$ cat config.mk
export PLATFORM = sky130hd
export DESIGN_NAME = cart_map_top
export DESIGN_NICKNAME = d
export VERILOG_FILES = /design/src/rtl/cart_pkg.sv /design/src/rtl/cart_win_match.sv /design/src/rtl/cart_ctrl_reg.sv /design/src/rtl/cart_decode.sv /design/src/rtl/cart_map_top.sv
export SDC_FILE = /design/constraint.sdc
export NUM_CORES = 1
export LEC_CHECK = 0
export BUFFER_PORTS_ARGS = -buffer_cell sky130_fd_sc_hd__clkbuf_2
export CAP_MARGIN = 20
export CORE_ASPECT_RATIO = 1.75
export CORE_UTILIZATION = 24
export CTS_BUF_LIST = sky130_fd_sc_hd__clkbuf_16
export DETAILED_ROUTE_END_ITERATION = 6
export PLACE_DENSITY = 0.7
export RECOVER_POWER = 25
export SYNTH_ARGS = -nofsm -noshare
export SYNTH_HDL_FRONTEND = slang
export SYNTH_SLANG_ARGS = --single-unit
$ cat constraint.sdc
create_clock -name clk -period 1.3 [get_ports clk]
set_input_delay 0.065 -clock clk [delete_from_list [all_inputs] [get_ports clk]]
set_output_delay 0.065 -clock clk [all_outputs]
set_load 0.1 [all_outputs]
$ cat src/rtl/cart_pkg.sv
package cart_pkg;

    localparam int CTL_W = 6;
    localparam int NREG  = 5;

    // region select bit positions; a higher index wins in the decoder
    localparam int RG_FLASH = 0;
    localparam int RG_SDRAM = 1;
    localparam int RG_EEP   = 2;
    localparam int RG_DTX   = 3;
    localparam int RG_DRX   = 4;

    typedef struct packed {
        logic dbg_en;
        logic eep_big;
        logic eep_ser_en;
        logic eep_par_en;
        logic sdram_en;
        logic flash_en;
    } cart_ctl_t;

    localparam logic [CTL_W-1:0] CTL_INIT = 6'h01;

    typedef enum logic {
        ST_IDLE = 1'b0,
        ST_HELD = 1'b1
    } evt_st_e;

endpackage

$ cat src/rtl/cart_win_match.sv
module cart_win_match #(
    parameter int                ADDR_W    = 32,
    parameter logic [ADDR_W-1:0] BASE      = '0,
    parameter int                SPAN_LOG2 = 10
) (
    input  logic [ADDR_W-1:0] addr,
    output logic              hit
);

    localparam logic [ADDR_W-1:0] HI_MASK = ~((ADDR_W'(1) << SPAN_LOG2) - ADDR_W'(1));

    always_comb begin
        hit = (((addr ^ BASE) & HI_MASK) == '0);
    end

endmodule

$ cat src/rtl/cart_ctrl_reg.sv
module cart_ctrl_reg
    import cart_pkg::*;
(
    input  logic             clk,
    input  logic             rst_n,
    input  logic             reg_we,
    input  logic [CTL_W-1:0] reg_wbits,
    input  logic             console_evt,
    output cart_ctl_t        ctl
);

    evt_st_e   st_q, st_d;
    cart_ctl_t ctl_q, ctl_d;
    logic      lock;

    // state register
    always_ff @(posedge clk) begin
        if (!rst_n) begin
            st_q <= ST_IDLE;
        end else begin
            st_q <= st_d;
        end
    end

    // next state
    always_comb begin
        st_d = st_q;
        unique case (st_q)
            ST_IDLE: if (console_evt)  st_d = ST_HELD;
            ST_HELD: if (!console_evt) st_d = ST_IDLE;
        endcase
    end

    // the lock covers the entry edge and every edge spent in ST_HELD
    always_comb begin
        lock = (st_q == ST_HELD) || ((st_q == ST_IDLE) && console_evt);
    end

    always_comb begin
        ctl_d = ctl_q;
        if (reg_we) begin
            ctl_d = cart_ctl_t'(reg_wbits);
        end
        if (lock) begin
            ctl_d.flash_en   = 1'b1;
            ctl_d.sdram_en   = 1'b0;
            ctl_d.eep_par_en = 1'b0;
        end
    end

    always_ff @(posedge clk) begin
        if (!rst_n) begin
            ctl_q <= cart_ctl_t'(CTL_INIT);
        end else begin
            ctl_q <= ctl_d;
        end
    end

    assign ctl = ctl_q;

    // the entry edge forces flash on, SDRAM and parallel EEPROM off
    a_r3_entry_forces: assert property (@(posedge clk) disable iff (!rst_n)
        (st_q == ST_IDLE && console_evt) |=> (ctl_q.flash_en && !ctl_q.sdram_en && !ctl_q.eep_par_en));

    // the event-controlled bits stay locked while the event is held
    a_r4_held_locked: assert property (@(posedge clk) disable iff (!rst_n)
        (st_q == ST_HELD) |-> (ctl_q.flash_en && !ctl_q.sdram_en && !ctl_q.eep_par_en));

    // the upper bits are still writable while locked
    a_r4_upper_writable: assert property (@(posedge clk) disable iff (!rst_n)
        (lock && reg_we) |=> ({ctl_q.dbg_en, ctl_q.eep_big, ctl_q.eep_ser_en} == $past(reg_wbits[5:3])));

    // an unlocked write lands whole
    a_r2_write_lands: assert property (@(posedge clk) disable iff (!rst_n)
        (st_q == ST_IDLE && !console_evt && reg_we) |=> (ctl_q == cart_ctl_t'($past(reg_wbits))));

endmodule

$ cat src/rtl/cart_decode.sv
module cart_decode
    import cart_pkg::*;
#(
    parameter int                ADDR_W        = 32,
    parameter logic [ADDR_W-1:0] SDRAM_BASE    = 32'h1000_0000,
    parameter int                SDRAM_LOG2    = 26,
    parameter logic [ADDR_W-1:0] FLASH_LO_BASE = 32'h1000_0000,
    parameter logic [ADDR_W-1:0] FLASH_HI_BASE = 32'h1800_0000,
    parameter int                FLASH_LOG2    = 24,
    parameter logic [ADDR_W-1:0] EEP_BASE      = 32'h1D00_0000,
    parameter int                EEP_LOG2      = 11,
    parameter logic [ADDR_W-1:0] DRX_BASE      = 32'h1D10_0000,
    parameter logic [ADDR_W-1:0] DTX_BASE      = 32'h1D10_0800,
    parameter int                FIFO_LOG2     = 10
) (
    input  logic              clk,
    input  logic              rst_n,
    input  cart_ctl_t         ctl,
    input  logic              bus_valid,
    input  logic              bus_write,
    input  logic              bus_word,
    input  logic [ADDR_W-1:0] bus_addr,
    output logic [NREG-1:0]   region_sel,
    output logic              unmapped
);

    logic            hit_sd, hit_eep, hit_drx, hit_dtx;
    logic [1:0]      hit_fl;
    logic            aligned;
    logic [NREG-1:0] cand;
    logic            found;

    cart_win_match #(.ADDR_W(ADDR_W), .BASE(SDRAM_BASE), .SPAN_LOG2(SDRAM_LOG2))
        u_sd  (.addr(bus_addr), .hit(hit_sd));
    cart_win_match #(.ADDR_W(ADDR_W), .BASE(EEP_BASE),   .SPAN_LOG2(EEP_LOG2))
        u_eep (.addr(bus_addr), .hit(hit_eep));
    cart_win_match #(.ADDR_W(ADDR_W), .BASE(DRX_BASE),   .SPAN_LOG2(FIFO_LOG2))
        u_drx (.addr(bus_addr), .hit(hit_drx));
    cart_win_match #(.ADDR_W(ADDR_W), .BASE(DTX_BASE),   .SPAN_LOG2(FIFO_LOG2))
        u_dtx (.addr(bus_addr), .hit(hit_dtx));

    // one matcher per flash base; the SDRAM enable picks which one counts
    for (genvar g = 0; g < 2; g++) begin : g_flash
        cart_win_match #(
            .ADDR_W   (ADDR_W),
            .BASE     ((g == 0) ? FLASH_LO_BASE : FLASH_HI_BASE),
            .SPAN_LOG2(FLASH_LOG2)
        ) u_fl (.addr(bus_addr), .hit(hit_fl[g]));
    end

    always_comb begin
        aligned        = (bus_addr[1:0] == 2'b00);
        cand           = '0;
        cand[RG_DRX]   = ctl.dbg_en && hit_drx && !bus_write && bus_word && aligned;
        cand[RG_DTX]   = ctl.dbg_en && hit_dtx &&  bus_write && bus_word && aligned;
        cand[RG_EEP]   = ctl.eep_par_en && hit_eep;
        cand[RG_SDRAM] = ctl.sdram_en && hit_sd;
        cand[RG_FLASH] = ctl.flash_en && (ctl.sdram_en ? hit_fl[1] : hit_fl[0]);
    end

    // the highest index wins
    always_comb begin
        region_sel = '0;
        found      = 1'b0;
        for (int i = NREG - 1; i >= 0; i--) begin
            if (bus_valid && cand[i] && !found) begin
                region_sel[i] = 1'b1;
                found         = 1'b1;
            end
        end
        unmapped = bus_valid && !found;
    end

    // exactly one outcome per valid access, none otherwise
    a_r10_one_outcome: assert property (@(posedge clk) disable iff (!rst_n)
        bus_valid |-> ($countones({unmapped, region_sel}) == 1));
    a_r10_idle_quiet: assert property (@(posedge clk) disable iff (!rst_n)
        !bus_valid |-> (region_sel == '0 && !unmapped));

    // the TX FIFO only takes aligned word writes while debug is on
    a_r8_tx_rules: assert property (@(posedge clk) disable iff (!rst_n)
        region_sel[RG_DTX] |-> (bus_write && bus_word && bus_addr[1:0] == 2'b00 && ctl.dbg_en));

    // the RX FIFO only serves aligned word reads while debug is on
    a_r9_rx_rules: assert property (@(posedge clk) disable iff (!rst_n)
        region_sel[RG_DRX] |-> (!bus_write && bus_word && bus_addr[1:0] == 2'b00 && ctl.dbg_en));

    // the EEPROM window needs its enable bit
    a_r7_eep_gated: assert property (@(posedge clk) disable iff (!rst_n)
        region_sel[RG_EEP] |-> ctl.eep_par_en);

    // the SDRAM window needs its enable bit
    a_r5_sdram_gated: assert property (@(posedge clk) disable iff (!rst_n)
        region_sel[RG_SDRAM] |-> ctl.sdram_en);

endmodule

$ cat src/rtl/cart_map_top.sv
module cart_map_top
    import cart_pkg::*;
#(
    parameter int ADDR_W     = 32,
    parameter int DATA_W     = 32,
    parameter int SDRAM_LOG2 = 26,
    parameter int FLASH_LOG2 = 24,
    parameter int EEP_LOG2   = 11,
    parameter int FIFO_LOG2  = 10
) (
    input  logic              clk,
    input  logic              rst_n,
    input  logic              reg_we,
    input  logic [DATA_W-1:0] reg_wdata,
    output logic [DATA_W-1:0] reg_rdata,
    input  logic              console_evt,
    input  logic              bus_valid,
    input  logic              bus_write,
    input  logic              bus_word,
    input  logic [ADDR_W-1:0] bus_addr,
    output logic [NREG-1:0]   region_sel,
    output logic              unmapped,
    output logic              eep_serial_en,
    output logic              eep_id16k
);

    localparam int PAD_W = DATA_W - CTL_W;

    cart_ctl_t  ctl;
    logic [PAD_W-1:0] unused_wdata_hi;

    assign unused_wdata_hi = reg_wdata[DATA_W-1:CTL_W];

    cart_ctrl_reg u_ctl (
        .clk        (clk),
        .rst_n      (rst_n),
        .reg_we     (reg_we),
        .reg_wbits  (reg_wdata[CTL_W-1:0]),
        .console_evt(console_evt),
        .ctl        (ctl)
    );

    cart_decode #(
        .ADDR_W    (ADDR_W),
        .SDRAM_LOG2(SDRAM_LOG2),
        .FLASH_LOG2(FLASH_LOG2),
        .EEP_LOG2  (EEP_LOG2),
        .FIFO_LOG2 (FIFO_LOG2)
    ) u_dec (
        .clk       (clk),
        .rst_n     (rst_n),
        .ctl       (ctl),
        .bus_valid (bus_valid),
        .bus_write (bus_write),
        .bus_word  (bus_word),
        .bus_addr  (bus_addr),
        .region_sel(region_sel),
        .unmapped  (unmapped)
    );

    always_comb begin
        reg_rdata     = {{PAD_W{1'b0}}, ctl};
        eep_serial_en = ctl.eep_ser_en;
        eep_id16k     = ctl.eep_big;
    end

    // EEPROM side outputs follow the stored register
    a_r12_eep_outs: assert property (@(posedge clk) disable iff (!rst_n)
        (eep_serial_en == reg_rdata[3]) && (eep_id16k == reg_rdata[4]));

endmodule

==> key figures, run 1 <==
Finish
  • Ant. Diodes: 0
  • Layout cells sized above 1: ~60%
  • Final non-filler cell total: 165
  • Final #Nets: 210
  • Fin area: roughly 1200 µm²
  • Area grow syn2layout: 74.2%

Power and ir drop
  • VDD IR max: 1280 µV
  • Leakage: between 0.0006 and 0.0007 µW
  • Pwr per Cell Area: ~1100 nW/µm²
  • Total power: 1340 µW

Worst setup path
  • Worst Setup Start Kind: flip-flop
  • Critical path type: reg -> out
  • Family with the most delay on the worst path: compound AO/OA/AOI/OAI gates
  • CP peak stage delay: 340 ps
  • Crit Reg-Reg Startpoint: u_ctl.ctl[0]
  • CP max stage cell: dfxtp_4
  • Critical Path Start: u_ctl.ctl[1]
  • R2R cell count: 2
  • Critical path cell sequence: nor2b_4, a21oi_1, o21ai_2, a21oi_4, buf_12
  • Worst path arrival time: 1280 ps
  • Critical path capture point type: primary output
  • FF-to-FF setup slack: 620 ps
  • CP required: 1240 ps
  • CP bufs+invs: 1
  • Crit path depth: 5
  • Crit Path Max Fanout: 4
  • Worst r2r dst: u_ctl.ctl[0]
  • Critical Path End: unmapped

Status
  • Failing checks: negative setup slack
  • Status: complete, but fails checks

STA
  • Max-slew violations: 0
  • Endpoints failing hold: 0
  • Worst slew pin tran: between 500 and 600 ps
  • Setup Skew: 2.66 ps
  • RSZ-0062 raised after global routing: yes
  • Setup violators final: 2
  • Rel. slew slack: 63.9%
  • Fmax: 0.745 GHz
  • Final Worst Setup Slack: -43.1 ps
  • Fin crit period: 1340 ps
  • Worst hold slack: 63.8 ps
  • Tcrit/Tclk final: 103%

Die
  • Die H: 73.5 µm
  • Die W: 42.9 µm
  • Core box area: 2750 µm²
  • Die ar.: 3150 µm²
  • I/O pin cnt: 111
  • Starting Density: 25.5%
  • Rows: 25

Routing
  • DR pass1 iterations: 2
  • # DRC: 0
  • Drt wl/cell: just under 9 µm
  • 1st-iter DRT viols: 2
  • Via/cell ratio: 4.13
  • Vias: 682
  • Antenna viol nets, final: 0
  • Routed wire length: 1470 µm

Placed design
  • Detailed Place HPWL: 1320 µm
  • Placer Congestion: 0.618
  • Post-Place Cells: around 160
  • Port Buffers: 50
  • Post-Place Cell Area: 1080 µm²

Yosys
  • Cell Area, Synth: 702 µm²
  • Synth Register Bits: 7
  • Post-synth EDFFs: 0
  • Asr flop ratio synth: 0%
  • Ys flop type: dfxtp_1
  • Synth top cells by count: buf_4, dfxtp_1, mux2i_1, nor2_1, nor2b_1
  • Ranking of synthesized cells by area: buf_4, dfxtp_1, mux2i_1, nor4b_4, nor4b_1
  • Post-synth cell types: 26
  • Post-synth top area cell: buf_4
  • Syn avg cell area: 8.67 µm²
  • Sequential area share after synthesis: 20.0%
  • Number of synthesis warnings: 0
  • Syn Inst Count: 81
  • Yosys top cell area share: 29.9%
  • Most frequent cell after synthesis: buf_4

Global route
  • Vias in the first global route: 582
  • Grt total ovfl: 0
  • Largest net degree at the start of global routing: 7
  • Antenna violations before repair: 0
  • First-pass GRT wire length: ~2300 µm
  • Total global-route track usage: 9.53%

Job
  • MaxCap Viol Count: 0

Clock tree
  • Worst-path clk slew: 40 ps
  • CTS Sinks: 7
  • Num CTS Buffers: 3
  • Clock Tree Buf Depth: 2
  • H-Tree Depth: 1
  • TritonCTS clock tree: done
  • Worst-Skew Late Latency: 230 ps
  • Root buffer cell: clkbuf_16

Min path
  • Worst Hold Class: in -> reg
  • Hold_sp: console_evt
-- per-stage QoR --
stage | setup TNS (ps) | utilization [%] | setup slack, ps
finish | -86.0 | 44.4 | -43.1
global route | -372 | 44.4 | -94.9
CTS | -135 | 43.3 | -60.5
detailed placement | -364 | 39.4 | -109
global placement | -279 | 39.4 | -88.1
floorplan | -1050 | - | -521
-- cells by family after synthesis --
group / after synthesis / synth area share, %
other: 1 / 0.534
flip-flops: 7 / 20.0
XOR/XNOR: 1 / 1.25
AND/OR/NAND/NOR: 33 / 35.8
buffers and inverters: 29 / 30.5
multiplexers: 6 / 8.56
AO/OA/AOI/OAI: 4 / 3.39
-- cells in the final DEF (no fill, tap or decap) --
cell and count:
nor2b_4 1, buf_4 6, nor4b_4 4, conb_1 26
nor3_4 1, a22o_1 1, dfxtp_1 3, nor2_1 6
a21oi_4 1, nor4b_1 1, and2_1 1, a21oi_1 1
nor4_4 1, dfxtp_4 3, nand3_1 1, nand2b_1 2
nand2_1 1, dfxtp_2 1, xnor2_1 1, clkbuf_1 1
nor2b_1 3, nand2_2 4, and4_4 1, clkbuf_2 39
nor3b_4 1, buf_12 6, buf_6 5, o21ai_2 1
nor3_2 1, mux2i_1 6, clkbuf_16 3, nand3b_1 1
and3_4 3, clkinv_2 1
-- state kept, by name (all words and copies together) (netlist names) --
name / cells
u_ctl.ctl: 6
u_ctl.st_q: 1
-- worst min path at each step --
stage / end / slack (ps) / depth (start not counted)
after CTS: u_ctl.ctl[0] / 50 / 2
final: u_ctl.st_q / 60 / 2
after detailed placement: u_ctl.ctl[0] / 290 / 2
after global placement: u_ctl.ctl[0] / 290 / 2
after global routing: u_ctl.st_q / 80 / 2
after floorplan: u_ctl.ctl[0] / 140 / 1
-- where the power goes --
group / total [µW] / internal, µW / leakage (µW) / switching (µW)
sequential: 230 / 222 / 0.0000593 / 7.23
combinational: 595 / 104 / 0.000521 / 491
clock: 516 / 403 / 0.0000409 / 113
-- area by class of cell --
class                           instances  area [µm²]
Clock inverter                          1        5.00
Clock buffer                            3        75.1
Fill cell                             273        1530
Tap cell                               27        33.8
Multi-Input combinational cell         70         536
Sequential cell                         7         153
Timing Repair Buffer                   57         420
-- timing repair --
action / CTS / global route
endpoints found under the setup margin: 5 / 6
pin swaps: 3 / 6
hold buffers: 0 / 0
cloned: 0 / 0
gates resized for setup: 6 / 7
buffers inserted: 0 / 0
-- per-layer routing --
metal / up-vias / wire length [µm] / global-route usage (%)
met5: - / 0 / 0
met4: 0 / 0 / 4.17
met2: 60 / 754 / 16.8
met1: 288 / 536 / 10.7
met3: 0 / 175 / 1.97
li1: 334 / - / -
Note: power is estimated with default switching activity, not from simulation.
==> inputs of run 2 (changes only) <==
--- a/config.mk
+++ b/config.mk
@@ -5,13 +5,13 @@
 export SDC_FILE = /design/constraint.sdc
 export NUM_CORES = 1
 export LEC_CHECK = 0
+export ABC_AREA = 1
 export BUFFER_PORTS_ARGS = -buffer_cell sky130_fd_sc_hd__clkbuf_2
 export CAP_MARGIN = 20
 export CORE_ASPECT_RATIO = 1.75
 export CORE_UTILIZATION = 24
 export CTS_BUF_LIST = sky130_fd_sc_hd__clkbuf_16
 export DETAILED_ROUTE_END_ITERATION = 6
-export PLACE_DENSITY = 0.7
 export RECOVER_POWER = 25
 export SYNTH_ARGS = -nofsm -noshare
 export SYNTH_HDL_FRONTEND = slang
==> key figures, run 2 <==
Global route
  • Grt total ovfl: 0 (unchanged)
  • First-pass GRT wire length: 3590 µm (was 2330 µm)
  • Vias in the first global route: 970 (was 582)
  • Total global-route track usage: 12.5% (was 9.53%)
  • Largest net degree at the start of global routing: 10 (was 7)
  • Antenna violations before repair: 0 (unchanged)

Clock tree
  • Hold_buf cts: 0 (unchanged)
  • Num CTS Buffers: 3 (unchanged)
  • TritonCTS clock tree: done (unchanged)
  • Worst-path clk slew: 40 ps (about the same)
  • H-Tree Depth: 1 (unchanged)
  • Root buffer cell: clkbuf_16 (unchanged)
  • Worst-Skew Late Latency: 230 ps (about the same)
  • Clock Tree Buf Depth: 2 (unchanged)
  • CTS Sinks: 7 (unchanged)

Finish
  • Most frequent cells in the layout: clkbuf_2, nor2_1, nand2_1 (was clkbuf_2, conb_1)
  • Ant. Diodes: 0 (unchanged)
  • Layout cells sized above 1: 38.8% (was 60.1%)
  • Final #Nets: 281 (was 210)
  • Area grow syn2layout: 52.6% (was 74.2%)
  • Max FFs per register: 6 (unchanged)
  • Most common cell after layout, fill and taps aside: clkbuf_2 (unchanged)
  • Finished Core Util: 39.0% (was 44.4%)

Job
  • MaxCap Viol Count: 0 (unchanged)

Die
  • I/O pin cnt: 111 (unchanged)
  • Die H: 82.0 µm (was 73.5 µm)
  • Die ar.: 3920 µm² (was 3150 µm²)
  • Starting Density: 25.6% (was 25.5%)
  • Rows: 28 (was 25)
  • Core box area: 3430 µm² (was 2750 µm²)
  • Die W: 47.7 µm (was 42.9 µm)

STA
  • Final Worst Setup Slack: -50.7 ps (was -43.1 ps)
  • Fmax: 0.740 GHz (was 0.745 GHz)
  • Worst slew pin tran: 540 ps (was 543 ps)
  • Setup Skew: 0.746 ps (was 2.66 ps)
  • Max-slew violations: 0 (unchanged)
  • Final TNS setup: -126 ps (was -86.0 ps)
  • Endpoints failing hold: 0 (unchanged)
  • Rel. slew slack: 64.1% (was 63.9%)
  • RSZ-0062 raised after global routing: yes (unchanged)
  • Fin crit period: 1350 ps (was 1340 ps)
  • Setup violators final: 3 (was 2)
  • Tcrit/Tclk final: 104% (was 103%)

Yosys
  • Post-synth top area cell: buf_4 (unchanged)
  • Ys flop type: dfxtp_1 (unchanged)
  • Most frequent cell after synthesis: nor2_1 (was buf_4)
  • Number of synthesis warnings: 0 (unchanged)
  • Cell Area, Synth: 878 µm² (was 702 µm²)
  • Post-synth EDFFs: 0 (unchanged)
  • Syn Inst Count: 156 (was 81)
  • Synth Register Bits: 7 (unchanged)
  • Synth top cells by count: nor2_1, buf_4, nand2_1 (was buf_4, dfxtp_1, mux2i_1, nor2_1, nor2b_1)
  • Post-Synth XOR/XNOR Area: 0% (was 1.25%)
  • Compound-Gate Fraction of Synth Area: 3.42% (was 3.39%)
  • Post-synth cell types: 19 (was 26)
  • Post-Synth Adder-Cell Area: 0% (unchanged)
  • Largest family of logic cells by synthesized area: simple AND/OR/NAND/NOR gates (unchanged)
  • Mux cell area share after synthesis: 0% (was 8.56%)
  • Ranking of synthesized cells by area: buf_4, dfxtp_1, nor2_1, nand2_1, inv_1 (was buf_4, dfxtp_1, mux2i_1, nor4b_4, nor4b_1)
  • Syn avg cell area: 5.63 µm² (was 8.67 µm²)
  • Simple-gate share of the synthesized area: 44.7% (was 35.8%)
  • Yosys top cell area share: 23.9% (was 29.9%)
  • Asr flop ratio synth: 0% (unchanged)
  • Sequential area share after synthesis: 16.0% (was 20.0%)

Worst setup path
  • Most used cell, CP: nand2_1
  • CP bufs+invs: 1 (unchanged)
  • Worst path arrival time: 1290 ps (was 1280 ps)
  • Worst Setup Start Kind: flip-flop (unchanged)
  • Critical path capture point type: primary output (unchanged)
  • Critical path type: reg -> out (unchanged)
  • CP max stage cell: dfxtp_4 (unchanged)
  • Critical path cell sequence: nand2_1, nand3b_1, nor2_1, nand2_1, nand4_1, nor2_4, buf_12 (was nor2b_4, a21oi_1, o21ai_2, a21oi_4, buf_12)
  • Crit Path Max Fanout: 5 (was 4)
  • CP required: 1240 ps (about the same)
  • CP peak stage delay: 360 ps (was 340 ps)
  • Family with the most delay on the worst path: simple AND/OR/NAND/NOR gates (was compound AO/OA/AOI/OAI gates)

Routing
  • Routed wire length: 2190 µm (was 1470 µm)
  • Via/cell ratio: 3.87 (was 4.13)
  • Antenna viol nets, final: 0 (unchanged)
  • DR pass1 iterations: 4 (was 2)
  • # DRC: 0 (unchanged)
  • 1st-iter DRT viols: 10 (was 2)
  • Vias: 984 (was 682)
  • Drt wl/cell: 8.64 µm (was 8.88 µm)

Min path
  • Worst Hold Class: in -> reg (unchanged)

Placed design
  • Placer Congestion: 0.777 (was 0.618)
  • Detailed Place HPWL: 1970 µm (was 1320 µm)
  • Port Buffers: 50 (unchanged)

Power and ir drop
  • Total power: 1370 µW (was 1340 µW)
  • VDD IR max: 926 µV (was 1280 µV)
  • Leakage: 0.000698 µW (was 0.000621 µW)
  • Pwr per Cell Area: 1020 nW/µm² (was 1100 nW/µm²)

Status
  • Status: complete, but fails checks (unchanged)
  • Failing checks: negative setup slack (unchanged)
[run 2: repair_timing]
action                                  CTS  global route
resized for setup                         2             2
pin swaps                                 6             2
gates cloned                              0             0
setup buffers                             1             0
endpoints found under the setup margin    4             5
hold endpoints to repair                  0             0
[run 2: report_power, final]
group / switching (µW) / internal (µW)
sequential: 9.01 / 222
clock: 117 / 400
combinational: 531 / 86.2
[run 2: stage by stage]
stage / area (µm²) / instances / worst slack [ps] / hold WS (ps)
final: 1340 / 254 / -50.7 / 32.8
after floorplan: 1040 / 181 / -679 / 158
after detailed placement: 1240 / 249 / 46.0 / 268
after CTS: 1340 / 254 / -74.3 / 31.1
after global routing: 1340 / 254 / -164 / 72.6
after global placement: 1240 / 249 / 60.5 / 268
[run 2: logic make-up (layout without fill, tap and decap cells)]
group | after synthesis | in the layout
and+or+nand+nor | 87 | 87
DFF | 7 | 7
buffers and inverters | 55 | 83
other | 1 | 26
AOI/OAI and AO/OA | 6 | 6
[run 2: routing by layer]
layer / vias to the layer above / wire, µm / GRT usage [%]
met4: 0 / 28 / 5.28
met2: 52 / 1230 / 25.3
met5: - / 0 / 0
met3: 3 / 164 / 2.86
met1: 397 / 770 / 10.4
li1: 532 / - / -
[run 2: area by class of cell]
cell class	count	area, µm²
clock buffer	3	75.1
clock inverter	1	3.75
fill	394	2090
inverter	26	108
multi-input combinational	119	581
sequential	7	155
tap	45	56.3
timing repair buffer	53	362
[run 2: path summary, 6_finish.rpt]
check,endpoint,start,cells past startpoint,slack (ps)
setup reg to reg,u_ctl.ctl[2],u_ctl.ctl[2],5,510
setup / recovery,unmapped,u_ctl.ctl[5],7,-50
hold / removal,u_ctl.st_q,console_evt,3,30
hold reg to reg,u_ctl.ctl[0],u_ctl.st_q,2,440
[run 2: worst reg2reg max path, delay by kind of cell (launching register included)]
family | cells | cell delay, ps
and+or+nand+nor | 2 | 80
AOI/OAI and AO/OA | 1 | 110
DFF | 1 | 340
buffers and inverters | 2 | 150
==> inputs of run 3 (changes only) <==
--- a/config.mk
+++ b/config.mk
@@ -8,10 +8,13 @@
 export ABC_AREA = 1
 export BUFFER_PORTS_ARGS = -buffer_cell sky130_fd_sc_hd__clkbuf_2
 export CAP_MARGIN = 20
+export CELL_PAD_IN_SITES_DETAIL_PLACEMENT = 0
+export CELL_PAD_IN_SITES_GLOBAL_PLACEMENT = 2
 export CORE_ASPECT_RATIO = 1.75
-export CORE_UTILIZATION = 24
+export CORE_UTILIZATION = 13
 export CTS_BUF_LIST = sky130_fd_sc_hd__clkbuf_16
 export DETAILED_ROUTE_END_ITERATION = 6
+export PLACE_DENSITY_LB_ADDON = 0.1
 export RECOVER_POWER = 25
 export SYNTH_ARGS = -nofsm -noshare
 export SYNTH_HDL_FRONTEND = slang
==> key figures, run 3 (synthesis gave the netlist of run 2 again) <==
Status
  • Status: complete, but fails checks (unchanged)
  • Failing checks: negative setup slack (unchanged)

Global route
  • Total global-route track usage: 8.10% (was 12.5%)
  • Antenna violations before repair: 0 (unchanged)
  • Grt total ovfl: 0 (unchanged)
  • Vias in the first global route: 1048 (was 970)
  • First-pass GRT wire length: 4670 µm (was 3590 µm)
  • Largest net degree at the start of global routing: 10 (unchanged)

Worst setup path
  • CP max stage cell: dfxtp_4 (unchanged)
  • Critical path capture point type: primary output (unchanged)
  • R2R cell count: 3 (was 5)
  • Crit Reg-Reg Startpoint: u_ctl.st_q (was u_ctl.ctl[2])
  • Worst path arrival time: 1330 ps (was 1290 ps)
  • Family with the most delay on the worst path: simple AND/OR/NAND/NOR gates (unchanged)
  • CP required: 1240 ps (about the same)
  • CP bufs+invs: 1 (unchanged)
  • Critical Path End: unmapped (unchanged)
  • Worst Setup Start Kind: flip-flop (unchanged)
  • Worst r2r dst: u_ctl.ctl[2] (unchanged)
  • Crit Path Max Fanout: 5 (unchanged)
  • Critical path type: reg -> out (unchanged)
  • CP peak stage delay: 370 ps (was 360 ps)
  • Critical Path Start: u_ctl.ctl[5] (unchanged)
  • Crit path depth: 7 (unchanged)
  • Critical path cell sequence: nand2_2, nand3b_1, nor2_1, nand2_1, nand4_1, nor2_4, buf_12 (was nand2_1, nand3b_1, nor2_1, nand2_1, nand4_1, nor2_4, buf_12)
  • FF-to-FF setup slack: 520 ps (was 510 ps)

Die
  • Die H: 111 µm (was 82.0 µm)
  • Die ar.: 7100 µm² (was 3920 µm²)
  • Die W: 64.1 µm (was 47.7 µm)
  • Rows: 39 (was 28)
  • I/O pin cnt: 111 (unchanged)
  • Core box area: 6540 µm² (was 3430 µm²)
  • Starting Density: 13.4% (was 25.6%)

Placed design
  • Port Buffers: 50 (unchanged)
  • Post-Place Cells: 292 (was 249)
  • Dpl ws: -166 ps (was 46.0 ps)
  • Placer Congestion: 0.718 (was 0.777)
  • Detailed Place HPWL: 2630 µm (was 1970 µm)

Routing
  • Via/cell ratio: 3.39 (was 3.87)
  • Routed wire length: 2880 µm (was 2190 µm)
  • Antenna viol nets, final: 0 (unchanged)
  • Vias: 1015 (was 984)
  • Drt wl/cell: 9.63 µm (was 8.64 µm)
  • 1st-iter DRT viols: 10 (unchanged)
  • # DRC: 0 (unchanged)
  • DR pass1 iterations: 4 (unchanged)

Power and ir drop
  • Leakage: 0.000748 µW (was 0.000698 µW)
  • Pwr per Cell Area: 938 nW/µm² (was 1020 nW/µm²)
  • VDD IR max: 675 µV (was 926 µV)

Clock tree
  • H-Tree Depth: 1 (unchanged)
  • Num CTS Buffers: 3 (unchanged)
  • CTS Sinks: 7 (unchanged)
  • Clock Tree Buf Depth: 2 (unchanged)
  • Worst-Skew Late Latency: 230 ps (about the same)
  • Root buffer cell: clkbuf_16 (unchanged)
  • Worst-path clk slew: 40 ps (about the same)
  • TritonCTS clock tree: done (unchanged)

Finish
  • Final #Nets: 289 (was 281)
  • Max FFs per register: 6 (unchanged)
  • Most common cell after layout, fill and taps aside: clkbuf_2 (unchanged)
  • Final non-filler cell total: 299 (was 254)
  • Layout cells sized above 1: 43.3% (was 38.8%)
  • Ant. Diodes: 0 (unchanged)
  • Most frequent cells in the layout: clkbuf_2, nor2_1, nand2_1, conb_1, inv_1 (was clkbuf_2, nor2_1, nand2_1)
  • Sequential cell area: 155 µm² (unchanged)
  • Finished Core Util: 22.7% (was 39.0%)
  • Number of fill cells: 781 (was 394)
  • Area of the multi-input gates: 609 µm² (was 581 µm²)
  • Area grow syn2layout: 68.7% (was 52.6%)

STA
  • Tcrit/Tclk final: 107% (was 104%)
  • Endpoints failing hold: 0 (unchanged)
  • Final Worst Setup Slack: -91.0 ps (was -50.7 ps)
  • Setup violators final: 3 (unchanged)
  • RSZ-0062 raised after global routing: yes (unchanged)
  • Max-slew violations: 0 (unchanged)
  • Setup Skew: 1.22 ps (was 0.746 ps)
  • Worst slew pin tran: 547 ps (was 540 ps)
  • Final TNS setup: -145 ps (was -126 ps)
  • Rel. slew slack: 63.7% (was 64.1%)
  • Worst hold slack: 38.9 ps (was 32.8 ps)
  • Fmax: 0.719 GHz (was 0.740 GHz)
  • Fin crit period: 1390 ps (was 1350 ps)

Min path
  • Worst Hold Class: in -> reg (unchanged)

Job
  • MaxCap Viol Count: 0 (unchanged)
## run 3: cell types whose count changed in the layout (fill, tap and decap cells not counted)
cell / change
nor2_4: +1
inv_1: -1
nand2_1: -1
nor3_4: +1
nand3_1: -2
inv_2: +1
clkbuf_2: -1
nand3_2: +2
buf_6: +1
nand2_2: +1
buf_4: +8
nor3_1: -1
nor2_2: -1
## run 3: worst min path at each step
stage	cells after the start	slack, ps	start	to
final	3	40	console_evt	u_ctl.st_q
after global routing	3	70	console_evt	u_ctl.st_q
after CTS	3	40	console_evt	u_ctl.st_q
after detailed placement	3	280	console_evt	u_ctl.st_q
after global placement	3	280	console_evt	u_ctl.st_q
after floorplan	2	160	rst_n	u_ctl.st_q
## run 3: repair_timing
item	in CTS	in global routing
setup endpoints to repair	4	5
resized for setup	3	9
setup buffers	2	1
pin swaps	7	4
hold buffers	0	0
## run 3: tightest hold or removal path, delay by kind of cell
| family | cells | cell delay [ps] |
|---|---|---|
| buf+inv | 2 | 130 |
| simple gates | 1 | 50 |
## run 3: area by class of cell
class | instances | area share (%)
multi-input combinational | 119 | 41.1
timing repair buffer | 61 | 28.9
sequential | 7 | 10.5
inverter | 26 | 7.26
tap | 82 | 6.93
clock buffer | 3 | 5.07
clock inverter | 1 | 0.253
## run 3: metrics by stage
step                total power (µW)  cell area (µm²)
floorplan                        811             1040
global placement                 870             1330
detailed placement               869             1330
CTS                             1400             1440
global route                    1440             1480
finish                          1390             1480
## run 3: layer usage
| layer | global-route usage (%) | vias up | part of all wire (%) | routed length (µm) |
|---|---|---|---|---|
| li1 | - | 547 | - | - |
| met1 | 8.46 | 425 | 39 | 1110 |
| met2 | 16.5 | 41 | 56 | 1610 |
| met3 | 1.13 | 2 | 4.9 | 140 |
| met4 | 1.33 | 0 | 0.49 | 14 |
| met5 | 0 | - | 0 | 0 |
## run 3: where the power goes
group          internal [µW]  switching, µW  total, µW
Combinational            101            545        646
Sequential               222           9.72        232
Clock                    400            112        512
Total                    723            667       1390
